<file path="config.mk">
export PLATFORM = sky130hd
export DESIGN_NAME = slowrc_cal_seq
export DESIGN_NICKNAME = d
export VERILOG_FILES = /design/src/rtl/slowrc_cal_pkg.sv /design/src/rtl/slowrc_settle_timer.sv /design/src/rtl/slowrc_period_avg.sv /design/src/rtl/slowrc_restoring_div.sv /design/src/rtl/slowrc_cal_seq.sv
export SDC_FILE = /design/constraint.sdc
export NUM_CORES = 1
export LEC_CHECK = 0
export BUFFER_PORTS_ARGS = -buffer_cell sky130_fd_sc_hd__buf_4
export CORE_ASPECT_RATIO = 2
export CORE_MARGIN = 2
export CORE_UTILIZATION = 60
export CTS_BUF_LIST = sky130_fd_sc_hd__clkbuf_16
export DETAILED_ROUTE_END_ITERATION = 12
export PLACE_DENSITY = 0.82
export SLEW_MARGIN = 20
export SYNTH_ARGS = -nofsm -noshare
export SYNTH_HDL_FRONTEND = slang
export SYNTH_SLANG_ARGS = --single-unit
</file>
<file path="constraint.sdc">
create_clock -name clk -period 8.35 [get_ports clk]
set_clock_uncertainty 0.05 [all_clocks]
set_input_delay 1.2525 -clock clk [delete_from_list [all_inputs] [get_ports clk]]
set_output_delay 1.2525 -clock clk [all_outputs]
set_load 0.02 [all_outputs]
</file>
<file path="src/rtl/slowrc_cal_pkg.sv">
package slowrc_cal_pkg;

  typedef enum logic [2:0] {
    ST_IDLE,
    ST_SETTLE_TUNE,
    ST_TUNE,
    ST_SETTLE_SAMP,
    ST_SAMPLE,
    ST_DIV_GO,
    ST_DIV_RUN,
    ST_FINISH
  } seq_state_e;

  // Rounded coarse step: offset by half a step, truncate toward zero, clamp.
  function automatic int coarse_steps(input int period, input int target,
                                      input int step, input int lo, input int hi);
    int diff;
    int q;
    diff = target + (step / 2) - period;
    q    = diff / step;
    if (q > hi) q = hi;
    if (q < lo) q = lo;
    return q;
  endfunction

  // Mean of 2**lg samples with round-half-up.
  function automatic longint unsigned round_avg(input longint unsigned sum, input int lg);
    longint unsigned half;
    half = (64'd1 << lg) >> 1;
    return (sum + half) >> lg;
  endfunction

endpackage

</file>
<file path="src/rtl/slowrc_settle_timer.sv">
module slowrc_settle_timer #(
  parameter int CYCLES = 51000
) (
  input  logic clk,
  input  logic rst_n,
  input  logic arm_i,
  output logic expire_o
);
  localparam int CNT_W = (CYCLES > 1) ? $clog2(CYCLES) : 1;
  localparam logic [CNT_W-1:0] LOAD_VAL = CNT_W'(CYCLES - 1);

  logic [CNT_W-1:0] cnt_q;
  logic             run_q;

  assign expire_o = run_q && (cnt_q == '0);

  always_ff @(posedge clk or negedge rst_n) begin
    if (!rst_n) begin
      cnt_q <= '0;
      run_q <= 1'b0;
    end else if (arm_i) begin
      cnt_q <= LOAD_VAL;
      run_q <= 1'b1;
    end else if (run_q) begin
      if (cnt_q == '0) run_q <= 1'b0;
      else             cnt_q <= cnt_q - 1'b1;
    end
  end
endmodule

</file>
<file path="src/rtl/slowrc_period_avg.sv">
module slowrc_period_avg
  import slowrc_cal_pkg::*;
#(
  parameter int PERIOD_W = 16,
  parameter int LOG2N    = 3
) (
  input  logic                clk,
  input  logic                rst_n,
  input  logic                clr_i,
  input  logic                add_i,
  input  logic [PERIOD_W-1:0] sample_i,
  output logic [PERIOD_W-1:0] avg_o
);
  localparam int SUM_W = PERIOD_W + LOG2N;

  logic [SUM_W-1:0] sum_q;

  always_ff @(posedge clk or negedge rst_n) begin
    if (!rst_n)      sum_q <= '0;
    else if (clr_i)  sum_q <= '0;
    else if (add_i)  sum_q <= sum_q + SUM_W'(sample_i);
  end

  assign avg_o = PERIOD_W'(round_avg(64'(sum_q), LOG2N));
endmodule

</file>
<file path="src/rtl/slowrc_restoring_div.sv">
module slowrc_restoring_div #(
  parameter int NUM_W = 29,
  parameter int DEN_W = 16,
  parameter int Q_W   = 16
) (
  input  logic             clk,
  input  logic             rst_n,
  input  logic             start_i,
  input  logic [NUM_W-1:0] dividend_i,
  input  logic [DEN_W-1:0] divisor_i,
  output logic             done_o,
  output logic [Q_W-1:0]   quot_o
);
  localparam int IT_W = $clog2(NUM_W + 1);

  logic [NUM_W-1:0] shreg_q;
  logic [DEN_W-1:0] rem_q;
  logic [DEN_W-1:0] dsr_q;
  logic [IT_W-1:0]  iter_q;
  logic             run_q;
  logic             done_q;

  logic [DEN_W:0]   rem_sh;
  logic [DEN_W+1:0] trial;
  logic             fits;

  always_comb begin
    rem_sh = {rem_q, shreg_q[NUM_W-1]};
    trial  = {1'b0, rem_sh} - {2'b00, dsr_q};
    fits   = !trial[DEN_W+1];
  end

  always_ff @(posedge clk or negedge rst_n) begin
    if (!rst_n) begin
      shreg_q <= '0;
      rem_q   <= '0;
      dsr_q   <= '0;
      iter_q  <= '0;
      run_q   <= 1'b0;
      done_q  <= 1'b0;
    end else begin
      done_q <= 1'b0;
      if (start_i) begin
        shreg_q <= dividend_i;
        rem_q   <= '0;
        dsr_q   <= divisor_i;
        iter_q  <= IT_W'(NUM_W);
        run_q   <= 1'b1;
      end else if (run_q) begin
        shreg_q <= {shreg_q[NUM_W-2:0], fits};
        rem_q   <= fits ? trial[DEN_W-1:0] : rem_sh[DEN_W-1:0];
        iter_q  <= iter_q - 1'b1;
        if (iter_q == IT_W'(1)) begin
          run_q  <= 1'b0;
          done_q <= 1'b1;
        end
      end
    end
  end

  assign done_o = done_q;
  assign quot_o = shreg_q[Q_W-1:0];
endmodule

</file>
<file path="src/rtl/slowrc_cal_seq.sv">
module slowrc_cal_seq
  import slowrc_cal_pkg::*;
#(
  parameter int PERIOD_W      = 16,
  parameter int TUNE_W        = 4,
  parameter int DIV_W         = 16,
  parameter int SAMPLES_LOG2  = 3,
  parameter int WAIT_CYCLES   = 51000,
  parameter int TARGET_PERIOD = 19200,
  parameter int STEP_PERIOD   = 800,
  parameter int NUMERATOR     = 384000000,
  parameter int NUM_W         = 29,
  parameter logic [DIV_W-1:0]  DIV_RESET  = 16'h5000,
  parameter logic [TUNE_W-1:0] TUNE_RESET = '0
) (
  input  logic                clk,
  input  logic                rst_n,
  input  logic                start_i,
  input  logic [PERIOD_W-1:0] period_i,
  output logic [TUNE_W-1:0]   tune_o,
  output logic [DIV_W-1:0]    divword_o,
  output logic                busy_o,
  output logic                done_o
);
  localparam int NSAMP   = 1 << SAMPLES_LOG2;
  localparam int CNT_W   = SAMPLES_LOG2 + 1;
  localparam int TUNE_HI = (1 << (TUNE_W - 1)) - 1;
  localparam int TUNE_LO = -(1 << (TUNE_W - 1));

  seq_state_e        state_q;
  logic [CNT_W-1:0]  samp_cnt_q;
  logic [TUNE_W-1:0] tune_q;
  logic [DIV_W-1:0]  divword_q;
  logic              done_q;

  // Named internal events, also observed by the checker.
  logic load_evt, wait_expire, tune_wr, samp_take, last_samp;
  logic div_go, div_done, div_wr, timer_arm;
  logic [PERIOD_W-1:0] avg_w;
  logic [DIV_W-1:0]    quot_w;
  logic [TUNE_W-1:0]   tune_next;

  assign load_evt  = (state_q == ST_IDLE) && start_i;
  assign tune_wr   = (state_q == ST_TUNE);
  assign samp_take = (state_q == ST_SAMPLE);
  assign last_samp = samp_take && (samp_cnt_q == CNT_W'(NSAMP - 1));
  assign div_go    = (state_q == ST_DIV_GO);
  assign div_wr    = (state_q == ST_DIV_RUN) && div_done;
  assign timer_arm = load_evt || tune_wr || (samp_take && !last_samp);

  assign tune_next = TUNE_W'(coarse_steps(int'(period_i), TARGET_PERIOD,
                                          STEP_PERIOD, TUNE_LO, TUNE_HI));

  slowrc_settle_timer #(
    .CYCLES (WAIT_CYCLES)
  ) u_timer (
    .clk      (clk),
    .rst_n    (rst_n),
    .arm_i    (timer_arm),
    .expire_o (wait_expire)
  );

  slowrc_period_avg #(
    .PERIOD_W (PERIOD_W),
    .LOG2N    (SAMPLES_LOG2)
  ) u_avg (
    .clk      (clk),
    .rst_n    (rst_n),
    .clr_i    (tune_wr),
    .add_i    (samp_take),
    .sample_i (period_i),
    .avg_o    (avg_w)
  );

  slowrc_restoring_div #(
    .NUM_W (NUM_W),
    .DEN_W (PERIOD_W),
    .Q_W   (DIV_W)
  ) u_div (
    .clk        (clk),
    .rst_n      (rst_n),
    .start_i    (div_go),
    .dividend_i (NUM_W'(NUMERATOR)),
    .divisor_i  (avg_w),
    .done_o     (div_done),
    .quot_o     (quot_w)
  );

  always_ff @(posedge clk or negedge rst_n) begin
    if (!rst_n) begin
      state_q    <= ST_IDLE;
      samp_cnt_q <= '0;
      tune_q     <= TUNE_RESET;
      divword_q  <= DIV_RESET;
      done_q     <= 1'b0;
    end else begin
      unique case (state_q)
        ST_IDLE: begin
          if (start_i) begin
            tune_q    <= TUNE_RESET;
            divword_q <= DIV_RESET;
            done_q    <= 1'b0;
            state_q   <= ST_SETTLE_TUNE;
          end
        end
        ST_SETTLE_TUNE: if (wait_expire) state_q <= ST_TUNE;
        ST_TUNE: begin
          tune_q     <= tune_next;
          samp_cnt_q <= '0;
          state_q    <= ST_SETTLE_SAMP;
        end
        ST_SETTLE_SAMP: if (wait_expire) state_q <= ST_SAMPLE;
        ST_SAMPLE: begin
          samp_cnt_q <= samp_cnt_q + 1'b1;
          state_q    <= last_samp ? ST_DIV_GO : ST_SETTLE_SAMP;
        end
        ST_DIV_GO: state_q <= ST_DIV_RUN;
        ST_DIV_RUN: begin
          if (div_done) begin
            divword_q <= quot_w;
            state_q   <= ST_FINISH;
          end
        end
        ST_FINISH: begin
          done_q  <= 1'b1;
          state_q <= ST_IDLE;
        end
        default: state_q <= ST_IDLE;
      endcase
    end
  end

  assign tune_o    = tune_q;
  assign divword_o = divword_q;
  assign busy_o    = (state_q != ST_IDLE);
  assign done_o    = done_q;
endmodule

</file>
# After elaboration in Yosys (flattened, before gate mapping)

Cells that the tools add are included.

Register bits: 132
Word-level logic and storage cells: 97

Add/sub/neg operators: 7
Div/mod/pow operators: 1
$lt $le $gt $ge: 2
Eq/ne operators: 14
Mux-type cells: 37
Reduce and logical (&&, ||, !) cells: 22

Operator list:

| operator                                                        | number |
|---|---|
| two-way mux 16 bit                                              | 8 |
| two-way mux 29 bit                                              | 2 |
| two-way mux 19 bit                                              | 2 |
| divider 32 x 11 -> 32 bit (second input constant)               | 1 |
| greater-than comparator 32 x 4 -> 1 bit (second input constant) | 1 |
| < comparator 32 x 4 -> 1 bit (second input constant)            | 1 |
| two-way mux 32 bit                                              | 1 |
| case mux 16 bit (2 select lines)                                | 1 |
| case mux 3 bit (8 select lines)                                 | 1 |
| adder 19 x 16 -> 19 bit                                         | 1 |
| adder 19 x 3 -> 19 bit (second input constant)                  | 1 |
| subtractor 17 x 16 -> 18 bit                                    | 1 |
| subtractor 15 x 16 -> 17 bit (first input constant)             | 1 |
| zero test 16 bit                                                | 1 |
| case mux 4 bit (2 select lines)                                 | 2 |
| subtractor 16 x 1 -> 16 bit (second input constant)             | 1 |
| two-way mux 3 bit                                               | 5 |
| == test 3 bit (second input constant)                           | 4 |
| nonzero test 2 bit                                              | 6 |
| two-way mux 1 bit                                               | 10 |
| two-way mux 5 bit                                               | 2 |
| two-way mux 4 bit                                               | 2 |
| == test 3 x 2 -> 1 bit (second input constant)                  | 2 |
| inequality test 2 x 1 -> 1 bit (second input constant)          | 3 |
| other kinds (15)                                                | 23 |

# Longest topological paths before layout

Depth after elaboration: 7
Mapped depth: 31
Depth with buffers taken out: 26

# Cells and area by module

Synthesis repeated with hierarchy kept, for this count alone.

Cells, all modules: 1,183
Area, all modules: 10,352.4 µm²

Modules (own cells, without submodules):

| module               | times used | cells an instance | area each (µm²) | sequential area each (µm²) |
|---|---|---|---|---|
| slowrc_restoring_div | 1          | 414               | 4,001.3         | 1,701.6 |
| slowrc_cal_seq       | 1          | 451               | 3,547.2         | 703.2 |
| slowrc_period_avg    | 1          | 220               | 1,840.5         | 475.5 |
| slowrc_settle_timer  | 1          | 98                | 963.4           | 425.4 |

# Worst setup path after synthesis

Ideal clock, no wire load.

Kind: in2reg
From: input port period_i[0]
To: register tune_q[2], in the netlist tune_o[2]
Library setup time: 87 ps
Arrival time: 7,287 ps
Slack: 926 ps
Stages: 30
Cells stage by stage: buf_6 > inv_1 > ha_1 > or3b_4 > and2_1 > or4b_1 > buf_2 > a2111oi_4 > o311ai_1 > or2_1 > buf_2 > buf_6 > xnor2_1 > o22ai_1 > a21oi_2 > a2111oi_4 > o41ai_1 > mux2_4 > a2111oi_4 > or2_1 > buf_4 > a21oi_1 > o32ai_1 > and2_1 > ha_1 > nand2_1 > xnor2_1 > nand4_1 > o32a_1 > a22oi_1

Cells in the longest elaborated chain, start to end: 7

Ends and longest elaborated chain:

| item                                    | RTL line              | RTL |
|---|---|---|
| from (decl)                             | slowrc_cal_seq.sv:19  | `input logic [PERIOD_W-1:0] period_i,` |
| subtractor 15 x 16 -> 17 bit *          | slowrc_cal_pkg.sv:19  | `diff = target + (step / 2) - period;` |
| divider 32 x 11 -> 32 bit *             | slowrc_cal_pkg.sv:20  | `q = diff / step;` |
| greater-than comparator 32 x 4 -> 1 bit | slowrc_cal_pkg.sv:21  | `if (q > hi) q = hi;` |
| two-way mux 32 bit *                    | slowrc_cal_pkg.sv:21  |  |
| < comparator 32 x 4 -> 1 bit            | slowrc_cal_pkg.sv:22  | `if (q < lo) q = lo;` |
| two-way mux 4 bit *                     | slowrc_cal_pkg.sv:22  |  |
| case mux 4 bit (2 select lines) *       | slowrc_cal_seq.sv:97  | `unique case (state_q)` |
| to (signal assigned)                    | slowrc_cal_seq.sv:108 | `tune_q <= tune_next;` |
| to (decl)                               | slowrc_cal_seq.sv:32  | `logic [TUNE_W-1:0] tune_q;` |

Every way passes the cells marked *; elsewhere a longest branch is shown, timed or not.
A chain may end at the register's enable or synchronous reset.

# Worst setup path in the final report

From: input port period_i[1]
To: register tune_q[1], in the netlist tune_o[1]

Same word-level chain as after synthesis.

==> results.rst <==
.. list-table::
   :header-rows: 1

   * - Metric
     - Value
   * - Pin count of the biggest net entering global routing
     - 78
   * - Overall die width
     - 93.0 um
   * - Number of global-route vias before repair
     - 7917
   * - DR vias
     - 8239
   * - Worst-path fanout max
     - 9
   * - Antenna diodes
     - 0
   * - Gate count of the mapped netlist
     - 1091
   * - Slew headroom
     - 35.7%
   * - Initial core utilization
     - 60.8%
   * - Proportion of register bits with asynchronous set or reset after synthesis
     - 100%
   * - Number of different library cells in the post-synthesis netlist
     - 91
   * - Worst slack on hold paths
     - 434 ps
   * - Arrival time at the worst endpoint
     - 8160 ps
   * - Final Hold Vio Count
     - 0
   * - Number of I/O pins
     - 41
   * - Weighted congestion reported at the end of routability-driven placement
     - 0.885
   * - Largest buffer count on any clock path
     - 2
   * - Maximum vdd ir drop
     - 0.000190 V
   * - Post-layout minimum cycle time
     - 7880 ps
   * - Routed WL per cell
     - 16.5 um
   * - Yosys warns
     - 0
   * - Floorplan core area
     - 15600 um2
   * - Kind of critical path
     - in2reg
   * - Transition time at the pin with the least slew margin
     - 965 ps
   * - Cell accounting for the most synthesized area
     - dfrtp_1
   * - Worst hold path class
     - reg2reg
   * - Crit share post-route
     - 94.4%
   * - Number of filler instances in the final layout
     - 1205
   * - Mean Syn Cell Area
     - 8.70 um2
   * - CTS sink cnt
     - 132
   * - Post-detailed-route via-to-cell ratio
     - 6.20
   * - Pwr per Cell Area
     - 192 nW/um2
   * - Floorplan die area
     - 16900 um2
   * - Number of max-capacitance violations reported
     - 0
   * - Cell leakage power
     - 4.70 nW
   * - Setup Buffers After CTS
     - 0
   * - Area grow syn2layout
     - 10.9%
   * - Number of buffers created by CTS
     - 17
   * - Clock network latency to the later pin of the worst-skew pair
     - 420 ps
   * - Share of final-layout standard cells stronger than drive strength 1
     - 12.7%
   * - Share of the yosys chip area belonging to registers
     - 34.8%
   * - # setup viols final
     - 0
   * - Nature of the critical path endpoint
     - flop
   * - Commonest register cell after synthesis
     - dfrtp_1
   * - Register clock-pin slew on the reported worst setup and hold paths
     - 60 ps
   * - Data required time at the worst endpoint
     - 8630 ps
   * - Remaining antenna violation count after routing
     - 0
   * - Final-report max-slew violation count
     - 0
   * - DRC violations left
     - 0
   * - Detailed Route Iter0 Violations
     - 596
   * - Largest cells by area after synthesis
     - dfrtp_1 (34%), ha_1 (5.3%), nand2_1 (4.9%)
   * - Net total in the final layout
     - 1175
   * - Post-synth EDFFs
     - 0
   * - Maximum clock frequency
     - 127 MHz
   * - Global Route Usage Sum
     - 26.2%
   * - CTS Hold Buffers Added
     - 0
   * - Number of storage elements in the synthesis netlist
     - 132
   * - TritonCTS clock tree
     - done
   * - Number of antenna violations at the first check in global routing
     - 0
   * - Total congestion overflow after global routing
     - 0
   * - Total Routed Length
     - 21900 um
   * - Total number of H-tree levels
     - 4
   * - Num rows
     - 65
   * - Unrepaired setup endpoints after global routing
     - no
   * - First-pass detailed-route iteration total
     - 6
   * - Post-Syn Area
     - 9500 um2
   * - CP Launch Type
     - primary input
   * - Top cell type's share of synthesized area
     - 34.3%
   * - Count of buffers from port buffering
     - 40
   * - Total negative slack for setup checks
     - 0 ps
   * - Post-cts repair resize count
     - 0
   * - Detail Placement HPWL
     - 15500 um
   * - Vertical extent of the die
     - 182 um
   * - Post-synthesis net count
     - 1152
   * - Clock Tree Root
     - clkbuf_16
   * - Global-route wire length before repair
     - 36800 um
   * - Result of the run
     - finished, final reports clean
## Yosys cell counts, types with 9 or more instances
cell type / n
and3_1: 11
nor3_1: 14
nor2_1: 99
dfrtp_1: 130
nor2b_1: 14
a21oi_1: 45
or3_1: 11
nor4_1: 11
xnor2_1: 45
o21ai_0: 76
and2_1: 17
a22o_1: 20
xor2_1: 18
clkbuf_1: 41
nand3_1: 25
a21boi_0: 9
nand2_1: 125
a211oi_1: 21
a21o_1: 12
mux2i_1: 46
o211ai_1: 21
ha_1: 40
inv_1: 54
## cell families (layout without fill, tap and decap cells)
| kind of cell | after synthesis | in the layout | synth area share (%) |
|---|---|---|---|
| fa+ha+maj | 44 | 44 | 5.90 |
| buf+inv | 114 | 150 | 4.99 |
| simple gates | 373 | 373 | 18.7 |
| mux | 49 | 49 | 5.24 |
| flops | 132 | 132 | 34.8 |
| xor+xnor | 64 | 64 | 5.98 |
| compound gates | 315 | 315 | 24.4 |
## state kept, by name, summed over array words and instances, names as in the netlist
register       flops
u_div.shreg_q     29
u_avg.sum_q       19
divword_o         16
u_div.dsr_q       16
u_div.rem_q       16
u_timer.cnt_q     16
u_div.iter_q       5
samp_cnt_q         4
tune_o             4
state_q            3
done_o             1
u_div.done_o       1
u_div.run_q        1
u_timer.run_q      1
## layer usage
metal	vias to the layer above	track usage (%)	wire length, um
li1	3988	-	-
met1	3980	36.2	9800
met2	242	43.0	10900
met3	29	3.49	916
met4	0	7.53	339
met5	-	0	0
## layout by cell type, fill, tap and decap left out, types with 17 or more instances in the layout
cell	n
dfrtp_1	129
a22o_1	20
nand2_1	125
buf_4	64
xnor2_1	45
a21oi_1	44
mux2i_1	45
and2_1	17
nor2_1	99
clkbuf_16	17
ha_1	40
inv_1	54
xor2_1	18
nand3_1	25
a211oi_1	21
o21ai_0	76
o211ai_1	21
## final timing paths
path,from,end,slack [ps],cells after the start
worst max-delay path,period_i[1],tune_o[1],470,28
worst min-delay path,u_div.dsr_q[10],u_div.dsr_q[10],430,2
worst max register to register,u_div.dsr_q[1],u_div.rem_q[0],3460,21
worst min register to register,u_div.dsr_q[10],u_div.dsr_q[10],430,2
max in group asynchronous,rst_n,u_div.rem_q[2],6030,2
min in group asynchronous,rst_n,u_avg.sum_q[11],940,1
## critical path, stage by stage
cell,delay [ps]
buf_4,140
inv_1,120
ha_1,260
or3b_4,430
and2_1,180
or4b_1,710
a2111oi_4,470
a31o_2,240
or2_1,210
buf_4,210
a31oi_2,130
buf_4,190
o21a_1,180
nor2_1,110
a21boi_1,480
o41ai_1,180
mux2_4,310
a2111oi_4,280
or2_1,260
a21oi_1,100
o32ai_1,410
and2_1,190
ha_1,150
nand2_1,80
xnor2_1,160
nand4_1,130
o32a_1,390
a22oi_1,200
## stage by stage
| step | std cells | utilization, % | setup WS (ps) | total power, mW | cell area (um2) |
|---|---|---|---|---|---|
| after floorplan | 1091 | - | 926 | 1.17 | 9500 |
| after global placement | 1296 | 63.8 | 342 | 1.30 | 9960 |
| after detailed placement | 1296 | 63.8 | 30.6 | 1.31 | 9960 |
| after CTS | 1328 | 67.4 | 425 | 2.02 | 10500 |
| after global routing | 1328 | 67.5 | 22.7 | 2.13 | 10500 |
| final | 1328 | 67.5 | 471 | 2.02 | 10500 |
## power by group
part / total [mW] / switching (mW) / internal [mW]
logic: 0.631 / 0.374 / 0.257
clock network: 0.704 / 0.311 / 0.393
registers: 0.684 / 0.0217 / 0.662
total: 2.02 / 0.707 / 1.31
## area by class of cell
type	count	area, um2	area share (%)
Tap cell	201	251	2.39
Clock inverter	15	138	1.31
Clock buffer	17	425	4.04
Sequential cell	132	3310	31.4
Multi-Input combinational cell	845	5730	54.4
Timing Repair Buffer	64	480	4.56
Inverter	54	203	1.92
No activity file was read; power rests on OpenSTA's default activity.
